<file path="src/rtl/sd_xfer_tracker.sv">
module sd_xfer_tracker #(
  parameter int DEPTH = 4096,
  parameter int BEAT  = 4,
  parameter int NB    = 8,
  localparam int LW   = $clog2(DEPTH + 1),
  localparam int BW   = $clog2(BEAT + 1),
  localparam int CW   = (NB > 1) ? $clog2(NB) : 1
) (
  input  logic          clk,
  input  logic          rst_n,
  input  logic          soft_rst,
  input  logic [10:0]   blk_len,
  input  logic [BW-1:0] fill_n,
  input  logic [BW-1:0] drain_n,
  input  logic          rd_cmd_end,
  input  logic          wr_cmd_end,
  input  logic          cont_req,
  input  logic          gap_hit,
  input  logic          rd_last_end,
  input  logic          rd_wait,
  input  logic          crc_stat,
  input  logic          last_blk,
  input  logic          card_busy,
  input  logic          busy_cmd_iss,
  input  logic          busy_cmd_done,
  output logic          rd_rdy,
  output logic          wr_space,
  output logic          rta,
  output logic          wta,
  output logic          dla,
  output logic          inhibit,
  output logic          brr_irq,
  output logic          tc_irq
);

  logic [LW-1:0] level;
  logic [CW-1:0] nb_cnt;
  logic dir_wr, pause_rd, pause_wr, last_seen, qual_arm, bcmd;
  logic rd_rdy_q, inh_q;

  assign rd_rdy   = (blk_len != 11'd0) && (32'(level) >= 32'(blk_len));
  assign wr_space = (32'(DEPTH) - 32'(level)) >= 32'(blk_len);
  assign inhibit  = dla | rta | bcmd;
  assign brr_irq  = rd_rdy & ~rd_rdy_q;
  assign tc_irq   = inh_q & ~inhibit;

  always_ff @(posedge clk or negedge rst_n) begin
    if (!rst_n) begin
      level <= '0; nb_cnt <= '0;
      {dir_wr, pause_rd, pause_wr, last_seen, qual_arm, bcmd} <= '0;
      {rta, wta, dla, rd_rdy_q, inh_q} <= '0;
    end else if (soft_rst) begin
      level <= '0; nb_cnt <= '0;
      {dir_wr, pause_rd, pause_wr, last_seen, qual_arm, bcmd} <= '0;
      {rta, wta, dla, rd_rdy_q, inh_q} <= '0;
    end else begin
      level    <= level + LW'(fill_n) - LW'(drain_n);
      rd_rdy_q <= rd_rdy;
      inh_q    <= inhibit;

      if (!dir_wr && (rd_last_end || rd_wait)) dla <= 1'b0;
      if (!dir_wr && rd_last_end && rta) last_seen <= 1'b1;
      if (rta && last_seen && level == '0) begin
        rta <= 1'b0; last_seen <= 1'b0;
      end

      if (wta && crc_stat && last_blk) begin
        wta <= 1'b0; qual_arm <= 1'b1; nb_cnt <= '0;
      end

      if (gap_hit) begin
        if (rta) begin rta <= 1'b0; pause_rd <= 1'b1; last_seen <= 1'b0; end
        if (wta) begin wta <= 1'b0; pause_wr <= 1'b1; qual_arm <= 1'b1; nb_cnt <= '0; end
      end

      if (qual_arm) begin
        if (card_busy) nb_cnt <= '0;
        else if (nb_cnt == CW'(NB - 1)) begin dla <= 1'b0; qual_arm <= 1'b0; end
        else nb_cnt <= nb_cnt + 1'b1;
      end

      if (rd_cmd_end) begin
        rta <= 1'b1; dla <= 1'b1; dir_wr <= 1'b0; last_seen <= 1'b0;
        pause_rd <= 1'b0; pause_wr <= 1'b0; qual_arm <= 1'b0;
      end
      if (wr_cmd_end) begin
        wta <= 1'b1; dla <= 1'b1; dir_wr <= 1'b1;
        pause_rd <= 1'b0; pause_wr <= 1'b0; qual_arm <= 1'b0;
      end
      if (cont_req && (pause_rd || pause_wr)) begin
        if (pause_rd) rta <= 1'b1;
        if (pause_wr) wta <= 1'b1;
        dla <= 1'b1; pause_rd <= 1'b0; pause_wr <= 1'b0; qual_arm <= 1'b0;
      end

      if (busy_cmd_iss) bcmd <= 1'b1;
      else if (busy_cmd_done) bcmd <= 1'b0;
    end
  end

  a_r2_level_bound: assert property (@(posedge clk) disable iff (!rst_n)
    32'(level) <= 32'(DEPTH));
  a_r2_brr_single: assert property (@(posedge clk) disable iff (!rst_n)
    brr_irq |=> !brr_irq);
  a_r4_rta_cause: assert property (@(posedge clk) disable iff (!rst_n)
    $rose(rta) |-> $past(rd_cmd_end || (cont_req && pause_rd)));
  a_r5_wta_cause: assert property (@(posedge clk) disable iff (!rst_n)
    $rose(wta) |-> $past(wr_cmd_end || (cont_req && pause_wr)));
  a_r7_wr_release: assert property (@(posedge clk) disable iff (!rst_n)
    ($fell(dla) && $past(dir_wr) && !$past(soft_rst))
      |-> ($past(nb_cnt) == CW'(NB - 1) && !$past(card_busy)));
  a_r9_tc_single: assert property (@(posedge clk) disable iff (!rst_n)
    tc_irq |=> !tc_irq);
  a_r9_tc_low_inh: assert property (@(posedge clk) disable iff (!rst_n)
    tc_irq |-> !inhibit);

endmodule

</file>
<file path="config.mk">
export PLATFORM = sky130hd
export DESIGN_NAME = sd_xfer_tracker
export DESIGN_NICKNAME = d
export VERILOG_FILES = /design/src/rtl/sd_xfer_tracker.sv
export SDC_FILE = /design/constraint.sdc
export NUM_CORES = 1
export LEC_CHECK = 0
export BUFFER_PORTS_ARGS = -buffer_cell sky130_fd_sc_hd__buf_2
export CORE_MARGIN = 4
export CORE_UTILIZATION = 40
export DETAILED_ROUTE_END_ITERATION = 16
export PLACE_DENSITY = 0.56
export SYNTH_ARGS = -nofsm -noshare
export SYNTH_HDL_FRONTEND = slang
export SYNTH_SLANG_ARGS = --single-unit
</file>
<file path="constraint.sdc">
create_clock -name clk -period 4.1 [get_ports clk]
set_input_delay 0.205 -clock clk [delete_from_list [all_inputs] [get_ports clk]]
set_output_delay 0.205 -clock clk [all_outputs]
set_load 0.02 [all_outputs]
</file>
==> run_summary.xml, run 1 <==
<?xml version="1.0" encoding="UTF-8"?>
<metrics>
  <group name="sta">
    <metric name="hold_violations" unit="">0</metric>
    <metric name="setup-violations-final" unit="">0</metric>
    <metric name="post_layout_minimum_cycle_time" unit="ns">3.06</metric>
    <metric name="fin_skew" unit="ns">0.00857</metric>
    <metric name="worstMarginPinSlew" unit="ns">0.646</metric>
    <metric name="grt_setup_unrepaired" unit="">no</metric>
    <metric name="clock.fmax" unit="MHz">327</metric>
    <metric name="slew-limit-headroom" unit="%">56.9</metric>
    <metric name="finalMaxSlewViolations" unit="">0</metric>
    <metric name="finalSetupTns" unit="ns">0</metric>
    <metric name="final_min_period_over_clock_period" unit="%">74.7</metric>
  </group>
  <group name="global_route">
    <metric name="first_pass_grt_wire_length" unit="um">10400</metric>
    <metric name="grt_antenna_before_repair" unit="">0</metric>
    <metric name="number_of_global_route_vias_before_repair" unit="">2292</metric>
    <metric name="groute.usage.overall" unit="%">15.3</metric>
    <metric name="overflow" unit="">0</metric>
    <metric name="grt_max_degree" unit="">28</metric>
  </group>
  <group name="min_path">
    <metric name="holdPathStages" unit="">3</metric>
    <metric name="holdCritPathClass" unit="">primary input to flip-flop</metric>
    <metric name="worst_hold_startpoint" unit="">busy_cmd_iss</metric>
    <metric name="min_to" unit="">bcmd</metric>
  </group>
  <group name="setup_path">
    <metric name="data_arrival_critical_path" unit="ns">3.23</metric>
    <metric name="endpoint_kind" unit="">flip-flop</metric>
    <metric name="worst_r2r_path_depth" unit="">9</metric>
    <metric name="r2r-start" unit="">level[1]</metric>
    <metric name="crit-reg2reg-capture" unit="">level[12]</metric>
    <metric name="start_kind" unit="">flip-flop</metric>
    <metric name="startpoint" unit="">level[1]</metric>
    <metric name="r2r_slack" unit="ns">1.04</metric>
    <metric name="worst-path-max-fanout" unit="">4</metric>
    <metric name="worstPathRequired" unit="ns">4.27</metric>
    <metric name="timing_worst_setup_path_type" unit="">flip-flop to flip-flop</metric>
  </group>
  <group name="pwr">
    <metric name="vdd.ir_drop.worst" unit="mV">0.193</metric>
    <metric name="p_total" unit="mW">2.02</metric>
    <metric name="power-per-cell-area" unit="nW/um^2">670</metric>
    <metric name="p_leak" unit="nW">1.51</metric>
  </group>
  <group name="synthesis">
    <metric name="number_of_library_cell_types_mapped_by_synthesis" unit="">48</metric>
    <metric name="synth-async-reset-ratio" unit="%">100</metric>
    <metric name="synth_top_flop_cell" unit="">dfrtp_1</metric>
    <metric name="ys_seq_area_share" unit="%">25.3</metric>
    <metric name="syn_area" unit="um^2">2680</metric>
    <metric name="post_synthesis_net_count" unit="">390</metric>
    <metric name="netlist_instances" unit="">308</metric>
    <metric name="warnings_synthesis" unit="">0</metric>
    <metric name="synth-seq-cells" unit="">27</metric>
    <metric name="synth-edff-count" unit="">0</metric>
    <metric name="synth_area_per_cell" unit="um^2">8.69</metric>
  </group>
  <group name="drt">
    <metric name="num_vias" unit="">2230</metric>
    <metric name="drt_wl_total" unit="um">6100</metric>
    <metric name="drc_errors" unit="">0</metric>
    <metric name="postRouteAntennaNets" unit="">0</metric>
    <metric name="wl_per_instance" unit="um">14.3</metric>
    <metric name="route.detailed.vias_per_inst" unit="">5.23</metric>
    <metric name="drt_pre_antenna_iters" unit="">4</metric>
    <metric name="drt_first_iter_violations" unit="">49</metric>
  </group>
  <group name="finish">
    <metric name="layout.cells.most_common_list" unit="">ha_1 (48), inv_1 (44), buf_2 (38)</metric>
    <metric name="area_growth_syn_to_layout" unit="%">12.6</metric>
    <metric name="mostFrequentLayoutCell" unit="">ha_1</metric>
    <metric name="diodes" unit="">0</metric>
    <metric name="fin_nets" unit="">432</metric>
    <metric name="final_cell_area" unit="um^2">3010</metric>
    <metric name="drive_above_1_share" unit="%">14.0</metric>
  </group>
  <group name="clock_network">
    <metric name="cts_setup_buffers" unit="">0</metric>
    <metric name="post_cts_clock_slew_at_the_launch_and_capture_registers_of_the_worst_setup_and_hold_paths" unit="ns">0.11</metric>
    <metric name="clk_path_buf_depth" unit="">2</metric>
    <metric name="clock_latency" unit="ns">0.28</metric>
    <metric name="clockRootBuffer" unit="">clkbuf_8</metric>
    <metric name="numClockSinks" unit="">27</metric>
    <metric name="hold_buffers" unit="">1</metric>
    <metric name="cts_resized" unit="">0</metric>
    <metric name="cts_tree" unit="">built</metric>
    <metric name="tritoncts.num_buffers" unit="">3</metric>
    <metric name="cts_max_level" unit="">1</metric>
  </group>
  <group name="placement">
    <metric name="dpl-instance-area" unit="um^2">2950</metric>
    <metric name="dp.final_hpwl" unit="um">4950</metric>
    <metric name="gpl.final_weighted_congestion" unit="">0.786</metric>
    <metric name="port_buffers" unit="">38</metric>
  </group>
  <group name="floorplanning">
    <metric name="die_area" unit="um^2">8060</metric>
    <metric name="core" unit="um^2">6420</metric>
    <metric name="initial_utilization" unit="%">41.7</metric>
    <metric name="die_w" unit="um">89.8</metric>
    <metric name="placement_rows" unit="">29</metric>
    <metric name="pin_count" unit="">39</metric>
    <metric name="fp.dieH" unit="um">89.8</metric>
  </group>
  <group name="run">
    <metric name="cap_viol_max_count" unit="">0</metric>
  </group>
  <group name="outcome">
    <metric name="result_of_the_run" unit="">complete, no violations</metric>
  </group>
</metrics>
==> worst max-delay path: stages, from the launching register on <==
cell	delay, ns
dfrtp_1	0.44
inv_1	0.10
fa_1	0.49
inv_1	0.07
fa_1	0.47
a211o_1	0.33
a2111oi_4	0.36
nor2_2	0.11
a221oi_2	0.26
mux2_1	0.34
==> how the worst max path moves through the flow <==
| stage | to | slack [ns] | cells after the start |
|---|---|---|---|
| final | level[12] | 1.04 | 9 |
| after global routing | level[12] | 0.89 | 9 |
| after CTS | level[12] | 1.02 | 9 |
| after detailed placement | level[12] | 1.03 | 9 |
| after global placement | level[12] | 1.07 | 9 |
| after floorplan | level[12] | 1.20 | 9 |
==> cell usage after synthesis (all sizes together) (2+ instances only) <==
cell,n,area share (%)
o21ai,6,1.1
nor2b,10,2.3
a221oi,2,0.89
nand2,8,1.1
xnor2,13,4.3
o31ai,2,0.56
ha,48,22
mux2,2,0.84
o311ai,2,0.65
o21a,4,1.1
nand4b,2,0.65
or2,2,0.47
o22ai,2,0.47
clkbuf,2,0.28
nand2b,6,1.4
xor2,3,0.98
a21oi,27,5.1
a211oi,4,1.1
or3,2,0.47
a21o,8,2.2
nand4,5,1.2
nor4,3,0.70
nor3,6,1.1
fa,3,2.2
o21bai,3,0.84
a211o,3,0.98
nor2,30,4.3
inv,44,6.2
nand3,14,2.6
and3,2,0.47
dfrtp,27,25
==> per-layer routing <==
layer	up-vias	global-route usage, %	share of wire (%)	wire length, um
met5	-	0	0	0
met4	0	2.68	0.51	31
met3	2	1.75	3.8	234
met2	39	27.4	47	2860
met1	1029	20.1	49	2980
li1	1160	-	-	-
==> sequential cells by signal, indices dropped and copies added (netlist names) <==
| register | cells |
|---|---|
| nb_cnt | 3 |
| level | 13 |
| pause_rd | 1 |
| bcmd | 1 |
| last_seen | 1 |
| dla | 1 |
| rd_rdy_q | 1 |
| wta | 1 |
| pause_wr | 1 |
| qual_arm | 1 |
| inh_q | 1 |
| dir_wr | 1 |
| rta | 1 |
==> stage by stage <==
step	worst slack [ns]	hold WS, ns	utilization (%)	instances
after floorplan	1.20	-0.0906	-	308
after global placement	1.07	0.271	46.0	421
after detailed placement	1.03	0.275	46.0	421
after CTS	1.02	0.129	46.9	426
after global routing	0.888	0.164	46.9	426
final	1.04	0.140	46.9	426
==> cells by family (layout without fill, tap and decap cells) <==
family	after synthesis	count (layout)	share of synthesized area (%)
muxes	3	3	1.22
DFF	27	27	25.3
adders and majority gates	51	51	24.7
AOI/OAI and AO/OA	72	72	18.7
xor gates and xnor gates	16	16	5.24
and+or+nand+nor	93	93	18.4
buffers and inverters	46	87	6.45
==> final cells by class <==
type / instances / area [um^2]
flip-flops and latches: 27 / 676
clock inverters: 1 / 7.51
inverters: 44 / 165
well taps: 77 / 96.3
clock buffers: 3 / 41.3
fillers: 646 / 3410
repair buffers: 39 / 200
multi-input cells: 235 / 1830
==> power by group <==
part | switching [mW] | total, mW | leakage, nW | internal [mW]
registers | 0.0776 | 0.407 | 0.352 | 0.329
clock network | 0.0913 | 0.160 | 0.0217 | 0.0691
logic | 0.792 | 1.45 | 1.13 | 0.660
total | 0.961 | 2.02 | 1.51 | 1.06
Note: power is estimated with default switching activity, not from simulation.
==> run 2: changes to the inputs <==
==> constraint.sdc (replaced) <==
create_clock -name clk -period 3.09 [get_ports clk]
set_input_delay 0.1545 -clock clk [delete_from_list [all_inputs] [get_ports clk]]
set_output_delay 0.1545 -clock clk [all_outputs]
set_load 0.02 [all_outputs]
==> run_summary.xml, run 2 (same netlist as run 1, synthesis figures left out) <==
<?xml version="1.0" encoding="UTF-8"?>
<metrics>
  <group name="setup_path">
    <metric name="timing_worst_setup_path_type" unit="">flip-flop to flip-flop</metric>
    <metric name="r2r_slack" unit="ns">0.15</metric>
    <metric name="critical_path.max_stage_delay" unit="ns">0.48</metric>
    <metric name="timing.critical_path.cells" unit="">inv_1 -&gt; fa_1 -&gt; inv_1 -&gt; fa_1 -&gt; a211o_1 -&gt; a2111oi_4 -&gt; nor2_2 -&gt; a221oi_2 -&gt; mux2_1</metric>
    <metric name="crit_cells" unit="">9</metric>
    <metric name="crit_end" unit="">level[12]</metric>
    <metric name="r2r-start" unit="">level[1]</metric>
    <metric name="data_arrival_critical_path" unit="ns">3.12</metric>
    <metric name="critical_path.top_delay_family" unit="">compound AO/OA/AOI/OAI gates</metric>
    <metric name="endpoint_kind" unit="">flip-flop</metric>
    <metric name="crit-reg2reg-capture" unit="">level[12]</metric>
    <metric name="worstPathRequired" unit="ns">3.27</metric>
    <metric name="start_kind" unit="">flip-flop</metric>
    <metric name="cp.buffers_inverters" unit="">2</metric>
    <metric name="startpoint" unit="">level[1]</metric>
    <metric name="worst_r2r_path_depth" unit="">9</metric>
    <metric name="crit_path_top_delay_cell" unit="">fa_1</metric>
    <metric name="worst-path-max-fanout" unit="">3</metric>
  </group>
  <group name="global_route">
    <metric name="grt_max_degree" unit="">28</metric>
    <metric name="groute.usage.overall" unit="%">15.4</metric>
    <metric name="first_pass_grt_wire_length" unit="um">10400</metric>
    <metric name="overflow" unit="">0</metric>
    <metric name="number_of_global_route_vias_before_repair" unit="">2267</metric>
    <metric name="grt_antenna_before_repair" unit="">0</metric>
  </group>
  <group name="sta">
    <metric name="fin_skew" unit="ns">0.00635</metric>
    <metric name="finalMaxSlewViolations" unit="">0</metric>
    <metric name="grt_setup_unrepaired" unit="">no</metric>
    <metric name="setup-violations-final" unit="">0</metric>
    <metric name="final_critical_path_setup_slack" unit="ns">0.151</metric>
    <metric name="worstMarginPinSlew" unit="ns">0.619</metric>
    <metric name="finalSetupTns" unit="ns">0</metric>
    <metric name="final_min_period_over_clock_period" unit="%">95.1</metric>
    <metric name="hold_violations" unit="">0</metric>
    <metric name="post_layout_minimum_cycle_time" unit="ns">2.94</metric>
    <metric name="slew-limit-headroom" unit="%">58.7</metric>
    <metric name="holdWs" unit="ns">0.0747</metric>
    <metric name="clock.fmax" unit="MHz">340</metric>
  </group>
  <group name="finish">
    <metric name="largest_registers" unit="">level (13), nb_cnt (3)</metric>
    <metric name="max_flop_register" unit="">level</metric>
    <metric name="layout.cells.most_common_list" unit="">ha_1 (48), inv_1 (44), buf_2 (38)</metric>
    <metric name="area_growth_syn_to_layout" unit="%">13.5</metric>
    <metric name="drive_above_1_share" unit="%">14.8</metric>
    <metric name="largest_register_ff_count" unit="">13</metric>
    <metric name="fin_nets" unit="">435</metric>
    <metric name="diodes" unit="">0</metric>
    <metric name="mostFrequentLayoutCell" unit="">ha_1</metric>
  </group>
  <group name="placement">
    <metric name="port_buffers" unit="">38</metric>
    <metric name="gpl.final_weighted_congestion" unit="">0.800</metric>
    <metric name="dp.final_hpwl" unit="um">4910</metric>
    <metric name="pre_cts_ws" unit="ns">0.151</metric>
  </group>
  <group name="drt">
    <metric name="route.detailed.vias_per_inst" unit="">5.21</metric>
    <metric name="num_vias" unit="">2237</metric>
    <metric name="drt_first_iter_violations" unit="">82</metric>
    <metric name="drt_wl_total" unit="um">6060</metric>
    <metric name="drt_pre_antenna_iters" unit="">4</metric>
    <metric name="wl_per_instance" unit="um">14.1</metric>
    <metric name="drc_errors" unit="">0</metric>
    <metric name="postRouteAntennaNets" unit="">0</metric>
  </group>
  <group name="floorplanning">
    <metric name="die_w" unit="um">89.8</metric>
    <metric name="initial_utilization" unit="%">41.7</metric>
    <metric name="placement_rows" unit="">29</metric>
    <metric name="die_area" unit="um^2">8060</metric>
    <metric name="fp.dieH" unit="um">89.8</metric>
    <metric name="core" unit="um^2">6420</metric>
    <metric name="pin_count" unit="">39</metric>
  </group>
  <group name="pwr">
    <metric name="vdd.ir_drop.worst" unit="mV">0.285</metric>
    <metric name="p_switching" unit="mW">1.29</metric>
    <metric name="share_clk_of_total_power" unit="%">8.1</metric>
    <metric name="p_seq_share" unit="%">19.2</metric>
    <metric name="p_leak" unit="nW">1.52</metric>
    <metric name="fraction_of_power_consumed_by_combinational_cells" unit="%">72.8</metric>
    <metric name="p_total" unit="mW">2.71</metric>
    <metric name="power-per-cell-area" unit="nW/um^2">894</metric>
    <metric name="internal-power" unit="mW">1.42</metric>
    <metric name="p_sw_share" unit="%">47.6</metric>
  </group>
  <group name="outcome">
    <metric name="result_of_the_run" unit="">complete, no violations</metric>
  </group>
  <group name="clock_network">
    <metric name="numClockSinks" unit="">27</metric>
    <metric name="clockRootBuffer" unit="">clkbuf_8</metric>
    <metric name="post_cts_clock_slew_at_the_launch_and_capture_registers_of_the_worst_setup_and_hold_paths" unit="ns">0.11</metric>
    <metric name="cts_max_level" unit="">1</metric>
    <metric name="clk_path_buf_depth" unit="">2</metric>
    <metric name="cts_tree" unit="">built</metric>
    <metric name="cts_resized" unit="">0</metric>
    <metric name="tritoncts.num_buffers" unit="">3</metric>
    <metric name="clock_latency" unit="ns">0.28</metric>
  </group>
  <group name="min_path">
    <metric name="holdCritPathClass" unit="">primary input to flip-flop</metric>
  </group>
  <group name="run">
    <metric name="cap_viol_max_count" unit="">0</metric>
  </group>
</metrics>
## run 2: worst min path at each step
stage	from	slack, ns	cells past startpoint	end
after CTS	busy_cmd_iss	0.08	3	bcmd
after global placement	rst_n	0.23	1	rd_rdy_q
final	busy_cmd_iss	0.07	3	bcmd
after floorplan	rst_n	-0.14	0	bcmd
after global routing	busy_cmd_iss	0.13	3	bcmd
after detailed placement	rst_n	0.22	1	rd_rdy_q
## run 2: metal layers
layer  global-route usage, %  part of all wire, %  vias up
li1                        -                    -     1165
met2                    26.9                   47       40
met1                    20.5                   49     1028
met4                    2.68                 0.61        0
met3                    2.00                  3.4        4
met5                       0                    0        -
## run 2: repair_timing
action,in CTS,in global routing
endpoints found under the setup margin,0,1
hold buffers,1,0
setup buffers,0,1
endpoints found under the hold margin,27,0
## run 2: area by class of cell
cell class / instances / area [um^2]
clock buffers: 3 / 41.3
clock inverters: 1 / 7.51
fillers: 635 / 3390
inverters: 44 / 165
multi-input cells: 235 / 1830
flip-flops and latches: 27 / 676
well taps: 77 / 96.3
repair buffers: 42 / 223
## run 2: power groups by stage
| stage | clock, mW | combinational [mW] | sequential [mW] |
|---|---|---|---|
| 3_3_place_gp | 0 | 1.95 | 0.531 |
| 6_report | 0.219 | 1.97 | 0.520 |
| 4_1_cts | 0.225 | 1.97 | 0.523 |
| 2_1_floorplan | 0 | 1.54 | 0.516 |
| 3_5_place_dp | 0 | 1.95 | 0.531 |
| 5_1_grt | 0.237 | 2.23 | 0.536 |
## run 2: worst min-delay path: stages
cell and delay (ns):
buf_2 0.08, a21oi_1 0.03, nor2_1 0.07
## run 2: metrics by stage
stage          utilization, %  cell area, um^2  instances
4_1_cts                  47.1             3030        428
6_report                 47.3             3040        429
5_1_grt                  47.3             3040        429
2_1_floorplan               -             2680        308
3_3_place_gp             46.2             2970        423
3_5_place_dp             46.2             2970        423
